<file path="src/rtl/dsyn_pkg.sv">
package dsyn_pkg;
    localparam int NCH   = 2;
    localparam int CH_IF = 0;
    localparam int CH_RF = 1;

    // Mode word layout {fo, ld, hiz, pol}
    typedef struct packed {
        logic fo;
        logic ld;
        logic hiz;
        logic pol;
    } mode_t;

    // Power word layout {pd, mod}
    typedef struct packed {
        logic pd;
        logic mod;
    } pwr_t;

    typedef enum logic [1:0] {
        SEL_IF_MODE = 2'b00,
        SEL_RF_MODE = 2'b01,
        SEL_IF_PWR  = 2'b10,
        SEL_RF_PWR  = 2'b11
    } sel_e;
endpackage

</file>
<file path="src/rtl/dsyn_div.sv">
module dsyn_div #(
    parameter int W = 12
) (
    input  logic         clk,
    input  logic         rst_n,
    input  logic         run,
    input  logic         clr,
    input  logic         stb,
    input  logic [W-1:0] div,
    output logic         tc
);
    typedef struct packed {
        logic [W-1:0] cnt;
        logic         tc;
    } st_t;

    st_t st_d, st_q;

    always_comb begin
        st_d    = st_q;
        st_d.tc = 1'b0;
        if (clr) begin
            st_d.cnt = '0;
        end else if (run && stb) begin
            if (st_q.cnt == '0) begin
                st_d.cnt = div - 1'b1;
                st_d.tc  = 1'b1;
            end else begin
                st_d.cnt = st_q.cnt - 1'b1;
            end
        end
    end

    always_ff @(posedge clk or negedge rst_n) begin
        if (!rst_n) st_q <= '0;
        else        st_q <= st_d;
    end

    assign tc = st_q.tc;

    // a stopped divider holds its count
    p_halt_r6: assert property (@(posedge clk) disable iff (!rst_n)
        (!run && !clr) |=> $stable(st_q.cnt));

    // counter reset leaves the divider at zero with no pulse
    p_clr_r11: assert property (@(posedge clk) disable iff (!rst_n)
        clr |=> (st_q.cnt == '0 && !st_q.tc));
endmodule

</file>
<file path="src/rtl/dsyn_pfd.sv">
module dsyn_pfd #(
    parameter int LOCK_WIN = 1,
    parameter int LOCK_N   = 4
) (
    input  logic clk,
    input  logic rst_n,
    input  logic clr,
    input  logic r_ev,
    input  logic n_ev,
    input  logic ref_stb,
    input  logic pol,
    input  logic hiz,
    input  logic pd,
    output logic up,
    output logic dn,
    output logic en,
    output logic lock,
    output logic cmp
);
    localparam int WIN_W = $clog2(LOCK_WIN + 2);
    localparam int GW    = $clog2(LOCK_N + 1);

    typedef struct packed {
        logic             ref_f;
        logic             vco_f;
        logic [WIN_W-1:0] win;
        logic [GW-1:0]    good;
        logic             lock;
    } st_t;

    st_t  st_d, st_q;
    logic cmp_c, hit_c, in_win;

    assign in_win = (st_q.win <= WIN_W'(LOCK_WIN));

    always_comb begin
        st_d  = st_q;
        cmp_c = 1'b0;
        hit_c = 1'b0;
        if (clr) begin
            st_d = '0;
        end else begin
            if (ref_stb && (st_q.ref_f || st_q.vco_f) && st_q.win != '1)
                st_d.win = st_q.win + 1'b1;
            if (r_ev && n_ev) begin
                cmp_c      = 1'b1;
                hit_c      = !(st_q.ref_f || st_q.vco_f);
                st_d.ref_f = 1'b0;
                st_d.vco_f = 1'b0;
                st_d.win   = '0;
            end else if (r_ev) begin
                if (st_q.vco_f) begin
                    cmp_c      = 1'b1;
                    hit_c      = in_win;
                    st_d.vco_f = 1'b0;
                    st_d.win   = '0;
                end else if (st_q.ref_f) begin
                    cmp_c    = 1'b1;
                    st_d.win = '0;
                end else begin
                    st_d.ref_f = 1'b1;
                    st_d.win   = '0;
                end
            end else if (n_ev) begin
                if (st_q.ref_f) begin
                    cmp_c      = 1'b1;
                    hit_c      = in_win;
                    st_d.ref_f = 1'b0;
                    st_d.win   = '0;
                end else if (st_q.vco_f) begin
                    cmp_c    = 1'b1;
                    st_d.win = '0;
                end else begin
                    st_d.vco_f = 1'b1;
                    st_d.win   = '0;
                end
            end
            if (cmp_c) begin
                if (hit_c) begin
                    if (st_q.good < GW'(LOCK_N)) st_d.good = st_q.good + 1'b1;
                    st_d.lock = (st_d.good >= GW'(LOCK_N));
                end else begin
                    st_d.good = '0;
                    st_d.lock = 1'b0;
                end
            end
        end
    end

    always_ff @(posedge clk or negedge rst_n) begin
        if (!rst_n) st_q <= '0;
        else        st_q <= st_d;
    end

    assign en   = !pd && !hiz;
    assign up   = en && (pol ? st_q.ref_f : st_q.vco_f);
    assign dn   = en && (pol ? st_q.vco_f : st_q.ref_f);
    assign lock = st_q.lock;
    assign cmp  = cmp_c && !clr;

    // never pump both ways at once
    p_excl_r4: assert property (@(posedge clk) disable iff (!rst_n) !(up && dn));

    // a powered-down loop drives nothing
    p_pd_quiet_r5: assert property (@(posedge clk) disable iff (!rst_n)
        pd |-> (!en && !up && !dn));

    // a missed comparison drops lock on the next cycle
    p_miss_r12: assert property (@(posedge clk) disable iff (!rst_n)
        (cmp_c && !hit_c && !clr) |=> !lock);

    // reset of the counters clears lock
    p_clr_r11: assert property (@(posedge clk) disable iff (!rst_n)
        clr |=> (!lock && !up && !dn));
endmodule

</file>
<file path="src/rtl/dsyn_core.sv">
module dsyn_core
    import dsyn_pkg::*;
#(
    parameter int DIV_W    = 12,
    parameter int LOCK_WIN = 1,
    parameter int LOCK_N   = 4
) (
    input  logic             clk,
    input  logic             rst_n,
    input  logic             ld_stb,
    input  logic [1:0]       ld_sel,
    input  logic [3:0]       ld_word,
    input  logic [DIV_W-1:0] r_div,
    input  logic [DIV_W-1:0] if_ndiv,
    input  logic [DIV_W-1:0] rf_ndiv,
    input  logic             ref_stb,
    input  logic             if_stb,
    input  logic             rf_stb,
    output logic             if_up,
    output logic             if_dn,
    output logic             if_en,
    output logic             if_lock,
    output logic             if_mod,
    output logic             rf_up,
    output logic             rf_dn,
    output logic             rf_en,
    output logic             rf_lock,
    output logic             rf_mod,
    output logic             test_out
);
    typedef struct packed {
        mode_t [NCH-1:0] mode;
        pwr_t  [NCH-1:0] pwr;
    } ctl_t;

    ctl_t st_d, st_q;

    logic [NCH-1:0]            vco_stb, n_tc, r_ev, up, dn, en, lock, cmp;
    logic [NCH-1:0][DIV_W-1:0] ndiv;
    logic [3:0]                pin_code;
    logic                      cnt_rst, r_tc, r_run, pin;

    always_comb begin
        st_d = st_q;
        if (ld_stb) begin
            unique case (sel_e'(ld_sel))
                SEL_IF_MODE: st_d.mode[CH_IF] = mode_t'(ld_word);
                SEL_RF_MODE: st_d.mode[CH_RF] = mode_t'(ld_word);
                SEL_IF_PWR:  st_d.pwr[CH_IF]  = pwr_t'(ld_word[1:0]);
                SEL_RF_PWR:  st_d.pwr[CH_RF]  = pwr_t'(ld_word[1:0]);
                default:     st_d = st_q;
            endcase
        end
    end

    always_ff @(posedge clk or negedge rst_n) begin
        if (!rst_n) st_q <= '0;
        else        st_q <= st_d;
    end

    assign pin_code = {st_q.mode[CH_RF].ld, st_q.mode[CH_IF].ld,
                       st_q.mode[CH_RF].fo, st_q.mode[CH_IF].fo};
    assign cnt_rst  = &pin_code;
    assign r_run    = !(st_q.pwr[CH_IF].pd && st_q.pwr[CH_RF].pd);

    assign vco_stb      = {rf_stb, if_stb};
    assign ndiv[CH_IF]  = if_ndiv;
    assign ndiv[CH_RF]  = rf_ndiv;

    dsyn_div #(.W(DIV_W)) u_rdiv (
        .clk   (clk),
        .rst_n (rst_n),
        .run   (r_run),
        .clr   (cnt_rst),
        .stb   (ref_stb),
        .div   (r_div),
        .tc    (r_tc)
    );

    for (genvar c = 0; c < NCH; c++) begin : g_ch
        dsyn_div #(.W(DIV_W)) u_ndiv (
            .clk   (clk),
            .rst_n (rst_n),
            .run   (!st_q.pwr[c].pd),
            .clr   (cnt_rst),
            .stb   (vco_stb[c]),
            .div   (ndiv[c]),
            .tc    (n_tc[c])
        );

        assign r_ev[c] = r_tc && !st_q.pwr[c].pd;

        dsyn_pfd #(.LOCK_WIN(LOCK_WIN), .LOCK_N(LOCK_N)) u_pfd (
            .clk     (clk),
            .rst_n   (rst_n),
            .clr     (cnt_rst || st_q.pwr[c].pd),
            .r_ev    (r_ev[c]),
            .n_ev    (n_tc[c]),
            .ref_stb (ref_stb),
            .pol     (st_q.mode[c].pol),
            .hiz     (st_q.mode[c].hiz),
            .pd      (st_q.pwr[c].pd),
            .up      (up[c]),
            .dn      (dn[c]),
            .en      (en[c]),
            .lock    (lock[c]),
            .cmp     (cmp[c])
        );
    end

    always_comb begin
        pin = 1'b0;
        unique case (pin_code[1:0])
            2'b00: begin
                unique case (pin_code[3:2])
                    2'b01:   pin = lock[CH_IF] && !cmp[CH_IF];
                    2'b10:   pin = lock[CH_RF] && !cmp[CH_RF];
                    2'b11:   pin = (&lock) && !(|cmp);
                    default: pin = 1'b0;
                endcase
            end
            2'b01:   pin = pin_code[2] ? n_tc[CH_IF] : r_ev[CH_IF];
            2'b10:   pin = pin_code[2] ? n_tc[CH_RF] : r_ev[CH_RF];
            default: pin = 1'b0;
        endcase
    end

    assign test_out = pin;
    assign if_up    = up[CH_IF];
    assign if_dn    = dn[CH_IF];
    assign if_en    = en[CH_IF];
    assign if_lock  = lock[CH_IF];
    assign if_mod   = st_q.pwr[CH_IF].mod;
    assign rf_up    = up[CH_RF];
    assign rf_dn    = dn[CH_RF];
    assign rf_en    = en[CH_RF];
    assign rf_lock  = lock[CH_RF];
    assign rf_mod   = st_q.pwr[CH_RF].mod;

    // disabled code keeps the pin low
    p_pin_off_r8: assert property (@(posedge clk) disable iff (!rst_n)
        (pin_code == 4'b0000) |-> !test_out);

    // reserved codes keep the pin low
    p_rsv_low_r10: assert property (@(posedge clk) disable iff (!rst_n)
        (pin_code[1:0] == 2'b11 && pin_code[3:2] != 2'b11) |-> !test_out);

    // a power word is taken even while both loops are down
    p_ld_pd_r7: assert property (@(posedge clk) disable iff (!rst_n)
        (ld_stb && ld_sel == 2'b10 && !r_run) |=> (if_mod == $past(ld_word[0])));

    // high-impedance bit drops the enable
    p_hiz_r3: assert property (@(posedge clk) disable iff (!rst_n)
        st_q.mode[CH_IF].hiz |-> !if_en);
endmodule

</file>
<file path="config.mk">
export PLATFORM = sky130hd
export DESIGN_NAME = dsyn_core
export DESIGN_NICKNAME = d
export VERILOG_FILES = /design/src/rtl/dsyn_pkg.sv /design/src/rtl/dsyn_div.sv /design/src/rtl/dsyn_pfd.sv /design/src/rtl/dsyn_core.sv
export SDC_FILE = /design/constraint.sdc
export NUM_CORES = 1
export LEC_CHECK = 0
export BUFFER_PORTS_ARGS = -buffer_cell sky130_fd_sc_hd__buf_2
export CORE_ASPECT_RATIO = 1.2
export CORE_UTILIZATION = 57
export DETAILED_ROUTE_END_ITERATION = 10
export GPL_ROUTABILITY_DRIVEN = 0
export PLACE_DENSITY = 0.79
export RECOVER_POWER = 100
export SLEW_MARGIN = 20
export SYNTH_ARGS = -nofsm -noshare
export SYNTH_HDL_FRONTEND = slang
export SYNTH_SLANG_ARGS = --single-unit
export TNS_END_PERCENT = 20
</file>
<file path="constraint.sdc">
create_clock -name clk -period 4.3 [get_ports clk]
set_clock_uncertainty 0.2 [all_clocks]
set_input_delay 0.215 -clock clk [delete_from_list [all_inputs] [get_ports clk]]
set_output_delay 0.215 -clock clk [all_outputs]
set_load 0.005 [all_outputs]
</file>
==> metrics.yaml, run 1 <==
status: "finished, violations left"
violations: "max-capacitance violations, max-slew violations"
hold_path_startpoint: "r_div[11]"
first_global_vias: 4068
maxCapViolCount: 1
rrSetupSlack_ns: 1.04
vias_per_cell: 6.407
syn-cell-area_um2: 4464
tns_ns: 0
netlist.area_leader.share: 0.3643
yosys.cell_types.count: 66
cts_hold_buf: 13
p_per_area_nw_per_um2: 483.0
syn_to_final_growth_pct: 13.73
end_kind: "register"
slew_headroom: -0.3136
ctsResizeCount: 0
cp_data_required_time_ns: 4.36
cts_root_buf: "clkbuf_8"
critPathArrivalTime_ns: 3.31
post_cts_buffers: 0
clk_pin_slew_ns: 0.07
r2r_end: "u_rdiv.st_q[6]$_DFFE_PN0P_"
antennaDiodeCount: 0
fmax_mhz: 307.2
avgSynthCellArea_um2: 8.858
clock-sinks: 65
ys_top_cells_by_count: "65 x dfrtp_1, 49 x nor2_1, 37 x nand2_1"
setup.worst_path.start: "u_rdiv.st_q[4]$_DFFE_PN0P_"
clk_latency_ns: 0.36
final_area_um2: 5077
drc: 0
grt_max_degree: 36
min_path_cells: 3
htree_levels: 3
slowest_stage: "clkbuf_1"
overflow: 0
yosysTopAreaCell: "dfrtp_1"
whs_endpoint: "u_rdiv.st_q[12]$_DFFE_PN0P_"
slew_viol_final: 36
cts_inserted_buffers: 9
final_cell_count_no_fill: 668
drive_above_1_share: 0.1649
dp_hpwl_um: 7583
hold_viol_final: 0
syn_inst: 504
yosys_warnings: 0
rr_worst_depth: 7
rows: 35
synth-edff-count: 0
dieHeight_um: 98.95
cts_buffer_depth: 2
ant_nets: 0
die_area_um2: 8192
cp_slowest_stage_delay_ns: 0.64
critPathLaunchType: "register"
rsz0062_at_grt: "false"
synth_area_leaders: "dfrtp_1 36%, nor2_1 4.1%, a21oi_1 3.9%"
setup_viol: 0
min_period_ns: 3.256
track_usage: 0.2843
syn_nets: 561
dpl-instance-area_um2: 4822
grt_antenna_before_repair: 0
cts_tree: "done"
drt_iter0_markers: 184
dieWidth_um: 82.79
r2r_start: "u_rdiv.st_q[4]$_DFFE_PN0P_"
critPathTopFamily: "simple AND/OR/NAND/NOR gates"
max_slew.worst_pin.slew_ns: 1.970
critPathBufInv: 1
path_class: "reg -> reg"
ys_async_sr_fraction: 1.000
drt-total-wl_um: 10790
grt_pass1_wl_um: 18130
hold_path_class: "in -> reg"
synth-main-ff-cell: "dfrtp_1"
dp_cells: 639
start_util: 0.5859
synth_seq_cells: 65
finalCritPeriodShare: 0.7571
p_leak_nw: 2.037
ys_seq_area_frac: 0.3643
vias: 4280
wl_per_cell_um: 16.15
core_area_um2: 7620
synth.most_common_cell: "dfrtp_1"
ir_drop_v: 0.0002724
critPathMaxFanout: 18
firstDrtPassIters: 4
port_buffers: 58
worstPathCellList: "or4_1 > nor4_1 > clkbuf_1 > a2111oi_0 > nand3_1 > o211ai_1 > a211oi_1"
fin_nets: 628
ios: 59
==> worst min-delay path, stage by stage <==
cell and delay [ns]:
buf_2 0.09, and4_1 0.18, nor3_2 0.05
==> cell type report <==
type                       instances  area [um2]
clock buffer                       9       123.9
clock inverter                     7       70.07
fill                             671        2542
inverter                          15       56.30
multi-input combinational        404        2658
sequential                        65        1627
tap                               92       115.1
timing repair buffer              76       427.9
==> metrics by stage <==
step | hold WS (ns) | power, W | util | worst slack [ns]
2_1_floorplan | -0.2806 | 0.001702 | - | 1.452
3_3_place_gp | 0.1496 | 0.001908 | 0.6328 | 1.563
3_5_place_dp | 0.1575 | 0.001950 | 0.6328 | 1.433
4_1_cts | 0.001492 | 0.002492 | 0.6754 | 1.390
5_1_grt | 0.02117 | 0.002621 | 0.6663 | 0.8525
6_report | 0.009976 | 0.002452 | 0.6663 | 1.044
==> sequential cells by signal, indices dropped and copies added (netlist names), 2 cells and up <==
register,flops
st_q,6
g_ch.u_ndiv.tc,2
g_ch.u_ndiv.st_q,24
u_rdiv.st_q,12
g_ch.u_pfd.lock,2
g_ch.u_pfd.st_q,12
pin_code,4
==> routing by layer <==
metal	global-route usage	vias up	part of all wire	wire [um]
met1	0.3522	2094	0.43	4671
met4	0.1353	0	0.020	216
met2	0.4634	113	0.50	5414
met5	0	-	0	0
li1	-	2049	-	-
met3	0.05926	24	0.045	486
==> layout by cell type (no fill, tap or decap), types with 5 or more instances in the layout <==
cell type,n
mux2i_1,16
a31oi_1,8
o22ai_1,6
nand2b_1,13
clkbuf_1,18
nand3_1,19
a211oi_1,16
nor2b_1,7
nor3_1,22
nor2_1,49
clkbuf_8,9
o21ai_0,23
xnor2_1,5
nor4_1,11
inv_1,15
a211o_1,5
a21oi_1,35
nand4_1,7
mux2_2,14
nand3b_1,5
ha_1,9
o211ai_1,6
buf_2,41
or3_1,6
and3_1,5
nand2_1,37
or4_1,7
dfrtp_1,65
dlygate4sd3_1,13
==> worst max-delay path by stage <==
stage	end	slack [ns]	cells after the start
3_3_place_gp	g_ch[0].u_ndiv.st_q[5]$_DFFE_PN0P_	1.56	8
2_1_floorplan	g_ch[1].u_ndiv.st_q[9]$_DFFE_PN0P_	1.45	10
5_1_grt	g_ch[0].u_ndiv.st_q[11]$_DFFE_PN0P_	0.85	9
4_1_cts	g_ch[0].u_ndiv.st_q[5]$_DFFE_PN0P_	1.39	8
6_report	u_rdiv.st_q[6]$_DFFE_PN0P_	1.04	7
3_5_place_dp	g_ch[0].u_ndiv.st_q[5]$_DFFE_PN0P_	1.43	8
==> power by group <==
group	internal [W]	switching (W)
registers	0.000756	0.000201
clock network	0.000267	0.000257
logic	0.000432	0.000539
==> logic make-up after synthesis <==
| group | Yosys count | share of synthesized area |
|---|---|---|
| DFF | 65 | 0.3643 |
| buffers and inverters | 35 | 0.03167 |
| adders and majority gates | 10 | 0.02747 |
| muxes | 32 | 0.07623 |
| and+or+nand+nor | 222 | 0.2828 |
| xor gates and xnor gates | 5 | 0.009809 |
| AOI/OAI and AO/OA | 135 | 0.2077 |
(Power assumes the default switching activity.)
==> run 2: changes to the inputs <==
- ABC_AREA: default -> 1
- clock period: 4.3 -> 3 ns (I/O delays scaled with it)
==> metrics.yaml, run 2 <==
core_area_um2: 7707
yosys_warnings: 0
rsz0062_at_grt: "false"
timing.hold.ws_ns: 0.02658
cpMostUsedCell: "nand2_1"
worstPathCellList: "nor2_1 > nand2_1 > nor2_4 > nand2_1 > nand2_1 > nand2_1 > ha_1 > nand3_1 > nor2_1 > nand2_1 > inv_1 > nand2_1 > nand2_1 > nand3_1 > nand2_1"
drt_iter0_markers: 245
dieWidth_um: 83.53
ys_seq_area_frac: 0.3577
synth_area_leaders: "dfrtp_1 36%, nand2_1 13%, inv_1 8.3%"
cts_inserted_buffers: 9
syn-cell-area_um2: 4547
multi_input_area_um2: 2370
overflow: 0
critPathLaunchType: "register"
maxCapViolCount: 0
vias_per_cell: 5.347
slew_viol_final: 0
wl_per_cell_um: 12.84
clk_pin_slew_ns: 0.08
cts_tree: "done"
critPathArrivalTime_ns: 2.67
max_slew.worst_pin.slew_ns: 1.164
grt_antenna_before_repair: 0
swShare: 0.4655
dieHeight_um: 99.84
syn_inst: 659
status: "completed"
path_class: "reg -> reg"
track_usage: 0.2672
drive_above_1_share: 0.1541
cp_data_required_time_ns: 3.05
cts_root_buf: "clkbuf_8"
ant_nets: 0
drc: 0
port_buffers: 58
min_period_ns: 2.625
syn_to_final_growth_pct: 13.10
first_global_vias: 4163
cts_buffer_depth: 2
seqPwrFrac: 0.298
firstDrtPassIters: 5
avgSynthCellArea_um2: 6.900
fillers: 681
regMostFlops: "g_ch.u_ndiv.st_q"
clkPwrFrac: 0.197
ys_top_cells_by_count: "161 x nand2_1, 101 x inv_1, 73 x nand3_1"
setup_slack_ns: 0.3750
layout_common_cells: "167 x nand2_1, 103 x inv_1, 75 x nand3_1, 68 x nor2_1, 65 x dfrtp_1"
reg_top3: "g_ch.u_ndiv.st_q: 24 flops, g_ch.u_pfd.st_q: 12 flops, u_rdiv.st_q: 12 flops"
largest_reg_flops: 24
clk_latency_ns: 0.36
grt_max_degree: 28
syn_nets: 716
post_cts_buffers: 0
grt_pass1_wl_um: 18090
drt-total-wl_um: 10680
slowest_stage: "dfrtp_1"
dp_hpwl_um: 7853
intPower_w: 0.002283
hold_viol_final: 0
fin_nets: 792
p_per_area_nw_per_um2: 830.7
rows: 35
hold_path_class: "in -> reg"
end_kind: "register"
fmax_mhz: 381.0
p_sw_w: 0.001988
synth.most_common_cell: "nand2_1"
die_area_um2: 8339
yosysTopAreaCell: "dfrtp_1"
setup_viol: 0
p_comb_frac: 0.505
cp_slowest_stage_delay_ns: 0.41
finalCritPeriodShare: 0.8750
synth-main-ff-cell: "dfrtp_1"
slew_headroom: 0.2240
layout_commonest_cell: "nand2_1"
regArea_um2: 1627
clock-sinks: 65
ys_async_sr_fraction: 1.000
critPathMaxFanout: 14
antennaDiodeCount: 0
ios: 59
synth_seq_cells: 65
synth-edff-count: 0
yosys.cell_types.count: 29
htree_levels: 3
netlist.area_leader.share: 0.3577
vias: 4449
ir_drop_v: 0.0006265
start_util: 0.5899
p_leak_nw: 2.744
dp_slack_ns: 0.5817
tns_ns: 0
## run 2: cell types whose count changed after synthesis, moves of 14 or more
cell / before / now
nand2_2: 0 / 19
nand3_1: 19 / 73
nor3_1: 20 / 5
mux2i_1: 16 / 0
o21ai_0: 22 / 45
mux2_2: 15 / 0
nand2_1: 37 / 161
clkbuf_1: 16 / 0
a21oi_1: 35 / 21
inv_1: 15 / 101
a211oi_1: 16 / 1
## run 2: final timing paths
check	from	end	slack [ns]	cells after the start
worst max-delay path	u_rdiv.st_q[10]$_DFFE_PN0P_	u_rdiv.st_q[9]$_DFFE_PN0P_	0.37	15
worst min-delay path	ref_stb	g_ch[0].u_pfd.st_q[5]$_DFFE_PN0P_	0.03	4
worst max register to register	u_rdiv.st_q[10]$_DFFE_PN0P_	u_rdiv.st_q[9]$_DFFE_PN0P_	0.37	15
worst min register to register	st_q[4]$_DFFE_PN0P_	st_q[4]$_DFFE_PN0P_	0.29	2
max in group asynchronous	rst_n	g_ch[1].u_ndiv.st_q[9]$_DFFE_PN0P_	0.68	3
min in group asynchronous	rst_n	u_rdiv.st_q[6]$_DFFE_PN0P_	0.30	2
## run 2: through the flow
| stage | instance area, um2 | utilization | power, W | std cells |
|---|---|---|---|---|
| global placement | 4911 | 0.6372 | 0.003412 | 806 |
| floorplan | 4547 | - | 0.003075 | 659 |
| CTS | 5230 | 0.6786 | 0.004341 | 832 |
| detailed placement | 4911 | 0.6372 | 0.003470 | 806 |
| finish | 5142 | 0.6672 | 0.004272 | 832 |
| global route | 5142 | 0.6672 | 0.004645 | 832 |
## run 2: cell type report
type                    count  share of cell area
multi-input cells         476              0.4608
flip-flops and latches     65              0.3163
inverters                 112             0.08175
repair buffers             71             0.07616
clock buffers               9             0.02409
well taps                  92             0.02238
clock inverters             7             0.01849
## run 2: layer usage
layer / wire, um / up-vias / GRT usage
li1: - / 2257 / -
met1: 4868 / 2059 / 0.3432
met2: 5151 / 115 / 0.4477
met3: 454 / 18 / 0.04852
met4: 204 / 0 / 0.1134
met5: 0 / - / 0
## run 2: power by group through the flow
stage	combinational, W	clock [W]	sequential (W)
floorplan	0.00183	0	0.00125
global placement	0.00214	0	0.00127
detailed placement	0.00218	0	0.00129
CTS	0.00222	0.000852	0.00127
global route	0.00245	0.000894	0.00130
finish	0.00216	0.000840	0.00127
## run 2: logic make-up (layout without fill, tap and decap cells)
family,count (synthesis),after routing,share of synthesized area
simple gates,364,364,0.3844
buf+inv,118,199,0.1065
compound gates,96,96,0.1131
flops,65,65,0.3577
fa+ha+maj,9,9,0.02477
xor+xnor,7,7,0.01348
## run 2: worst max-delay path: cells and delay by family (launching register included)
family                   cells  cell delay (ns)
buffers and inverters        1             0.09
AND/OR/NAND/NOR             13             1.61
flip-flops                   1             0.41
adder cells (fa/ha/maj)      1             0.23
## run 2: what timing repair did
action | in CTS | in global routing
hold buffers | 10 | 0
endpoints found under the hold margin | 38 | 0
resized for setup | 0 | 0
==> run 3: changes to the inputs <==
==> constraint.sdc (replaced) <==
create_clock -name clk -period 3 [get_ports clk]
set_clock_uncertainty 0.2 [all_clocks]
set_input_delay 0.6 -clock clk [delete_from_list [all_inputs] [get_ports clk]]
set_output_delay 0.6 -clock clk [all_outputs]
set_load 0.005 [all_outputs]
==> metrics.yaml, run 3 (synthesized netlist as in run 2, its figures left out) <==
status: "finished, violations left"
violations: "max-capacitance violations, max-slew violations"
layout_commonest_cell: "nand2_1"
path_class: "reg -> out"
grt_pass1_wl_um: 18510
critPathBufInv: 3
fin_nets: 782
ios: 59
cp.depth: 11
min_period_ns: 2.792
fillers: 717
rr_worst_depth: 15
track_usage: 0.2766
cts_buffer_depth: 2
layout_common_cells: "166 x nand2_1, 105 x inv_1, 76 x nand3_1, 67 x nor2_1, 65 x dfrtp_1"
finalCritPeriodShare: 0.9305
clock-sinks: 65
antennaDiodeCount: 0
largest_reg_flops: 24
start_util: 0.5899
hold_path_class: "reg -> reg"
max_slew.worst_pin.slew_ns: 1.612
critPathLaunchType: "register"
dieWidth_um: 83.53
use_met3: 0.04030
cts_inserted_buffers: 9
rrSetupSlack_ns: 0.30
critPathTopFamily: "flip-flops"
drt_iter0_markers: 217
vias: 4426
post_cts_buffers: 0
cp_data_required_time_ns: 2.20
regMostFlops: "g_ch.u_ndiv.st_q"
p_per_area_nw_per_um2: 827.7
regArea_um2: 1627
rows: 35
ctsResizeCount: 0
maxCapViolCount: 1
die_area_um2: 8339
critPathArrivalTime_ns: 1.99
min_path_cells: 2
cts_root_buf: "clkbuf_8"
reg_top3: "g_ch.u_ndiv.st_q: 24 flops, g_ch.u_pfd.st_q: 12 flops, u_rdiv.st_q: 12 flops"
top_usage_layer: "met2"
htree_levels: 3
dieHeight_um: 99.84
multi_input_area_um2: 2381
use_met2: 0.5082
drt-total-wl_um: 10800
firstDrtPassIters: 4
cp_slowest_stage_delay_ns: 0.47
hold_path_startpoint: "st_q[5]$_DFFE_PN0P_"
cts_tree: "done"
grt_max_degree: 66
syn_to_final_growth_pct: 10.51
rsz0062_at_grt: "false"
grt_antenna_before_repair: 0
slew_viol_final: 66
cts_hold_buf: 0
whs_endpoint: "st_q[5]$_DFFE_PN0P_"
vias_per_cell: 5.384
wl_per_cell_um: 13.14
fmax_mhz: 358.2
ant_nets: 0
core_area_um2: 7707
clk_pin_slew_ns: 0.07
r2r_start: "g_ch[0].u_ndiv.st_q[10]$_DFFE_PN0P_"
clk_latency_ns: 0.35
worstPathCellList: "inv_1 > nand2_1 > inv_1 > nand2_1 > nand2_1 > o21ai_1 > nor2_1 > o21ai_1 > nand2_1 > a21oi_1 > clkbuf_1"
cpMostUsedCell: "nand2_1"
final_cell_count_no_fill: 822
p_leak_nw: 2.728
setup_viol: 0
port_buffers: 58
slew_headroom: -0.07456
overflow: 0
slowest_stage: "dfrtp_1"
timing.hold.ws_ns: 0.2975
ir_drop_v: 0.0005233
tns_ns: 0
critPathMaxFanout: 6
drc: 0
grtUsageMet1: 0.3281
end_kind: "primary output"
hold_viol_final: 0
dp_cells: 806
r2r_end: "g_ch[0].u_ndiv.st_q[9]$_DFFE_PN0P_"
drive_above_1_share: 0.1562
first_global_vias: 4284
dp_hpwl_um: 8056
[run 3: cell types whose count changed in the layout (fill, tap and decap cells not counted), moves of 2 or more]
cell and delta:
dlygate4sd3_1 -10, clkinvlp_4 -4, clkinv_2 +3, inv_1 +2, inv_2 -2
[run 3: worst max-delay path by stage]
stage | startpoint | end | slack (ns)
6_report | st_q[3]$_DFFE_PN0P_ | test_out | 0.21
5_1_grt | g_ch[0].u_ndiv.st_q[10]$_DFFE_PN0P_ | g_ch[0].u_ndiv.st_q[9]$_DFFE_PN0P_ | 0.04
4_1_cts | pin_code[2]$_DFFE_PN0P_ | test_out | 0.19
3_5_place_dp | g_ch[0].u_ndiv.st_q[7]$_DFFE_PN0P_ | g_ch[0].u_ndiv.st_q[9]$_DFFE_PN0P_ | 0.55
3_3_place_gp | pin_code[2]$_DFFE_PN0P_ | test_out | 0.60
2_1_floorplan | pin_code[2]$_DFFE_PN0P_ | test_out | 0.93
[run 3: cell type report]
class                           instances  area share
Inverter                              112     0.08367
Multi-Input combinational cell        476      0.4739
Clock buffer                           10     0.02540
Timing Repair Buffer                   61     0.05876
Sequential cell                        65      0.3237
Clock inverter                          6     0.01170
Tap cell                               92     0.02291
[run 3: through the flow]
stage / setup WS (ns) / power, W / utilization / instance area [um2]
finish: 0.2084 / 0.004159 / 0.6519 / 5025
global route: 0.03818 / 0.004537 / 0.6519 / 5025
CTS: 0.1949 / 0.004239 / 0.6630 / 5110
detailed placement: 0.5453 / 0.003487 / 0.6388 / 4923
global placement: 0.5951 / 0.003415 / 0.6388 / 4923
floorplan: 0.9312 / 0.003075 / - / 4547
[run 3: worst reg2reg max path, cell delays in order (launching register included)]
cell and delay, ns:
dfrtp_1 0.40, nor2_1 0.11, nand2_1 0.09, nor2_4 0.32, nand2_1 0.34, nand2_1 0.14
nand2_1 0.10, ha_1 0.24, nand3_1 0.09, nor2_1 0.06, nand2_1 0.13, inv_1 0.09
nand2_1 0.09, nand2_1 0.06, nand3_1 0.08, nand2_1 0.05
[run 3: power by group]
group | total [W] | internal (W) | switching [W]
registers | 0.00128 | 0.00112 | 0.000161
clock network | 0.000723 | 0.000379 | 0.000343
logic | 0.00216 | 0.000696 | 0.00146
total | 0.00416 | 0.00219 | 0.00196
[run 3: per-layer routing]
| layer | wire, um | part of all wire | vias to the layer above |
|---|---|---|---|
| met5 | 0 | 0 | - |
| li1 | - | - | 2241 |
| met4 | 204 | 0.019 | 0 |
| met3 | 421 | 0.039 | 18 |
| met1 | 4670 | 0.43 | 2062 |
| met2 | 5501 | 0.51 | 105 |
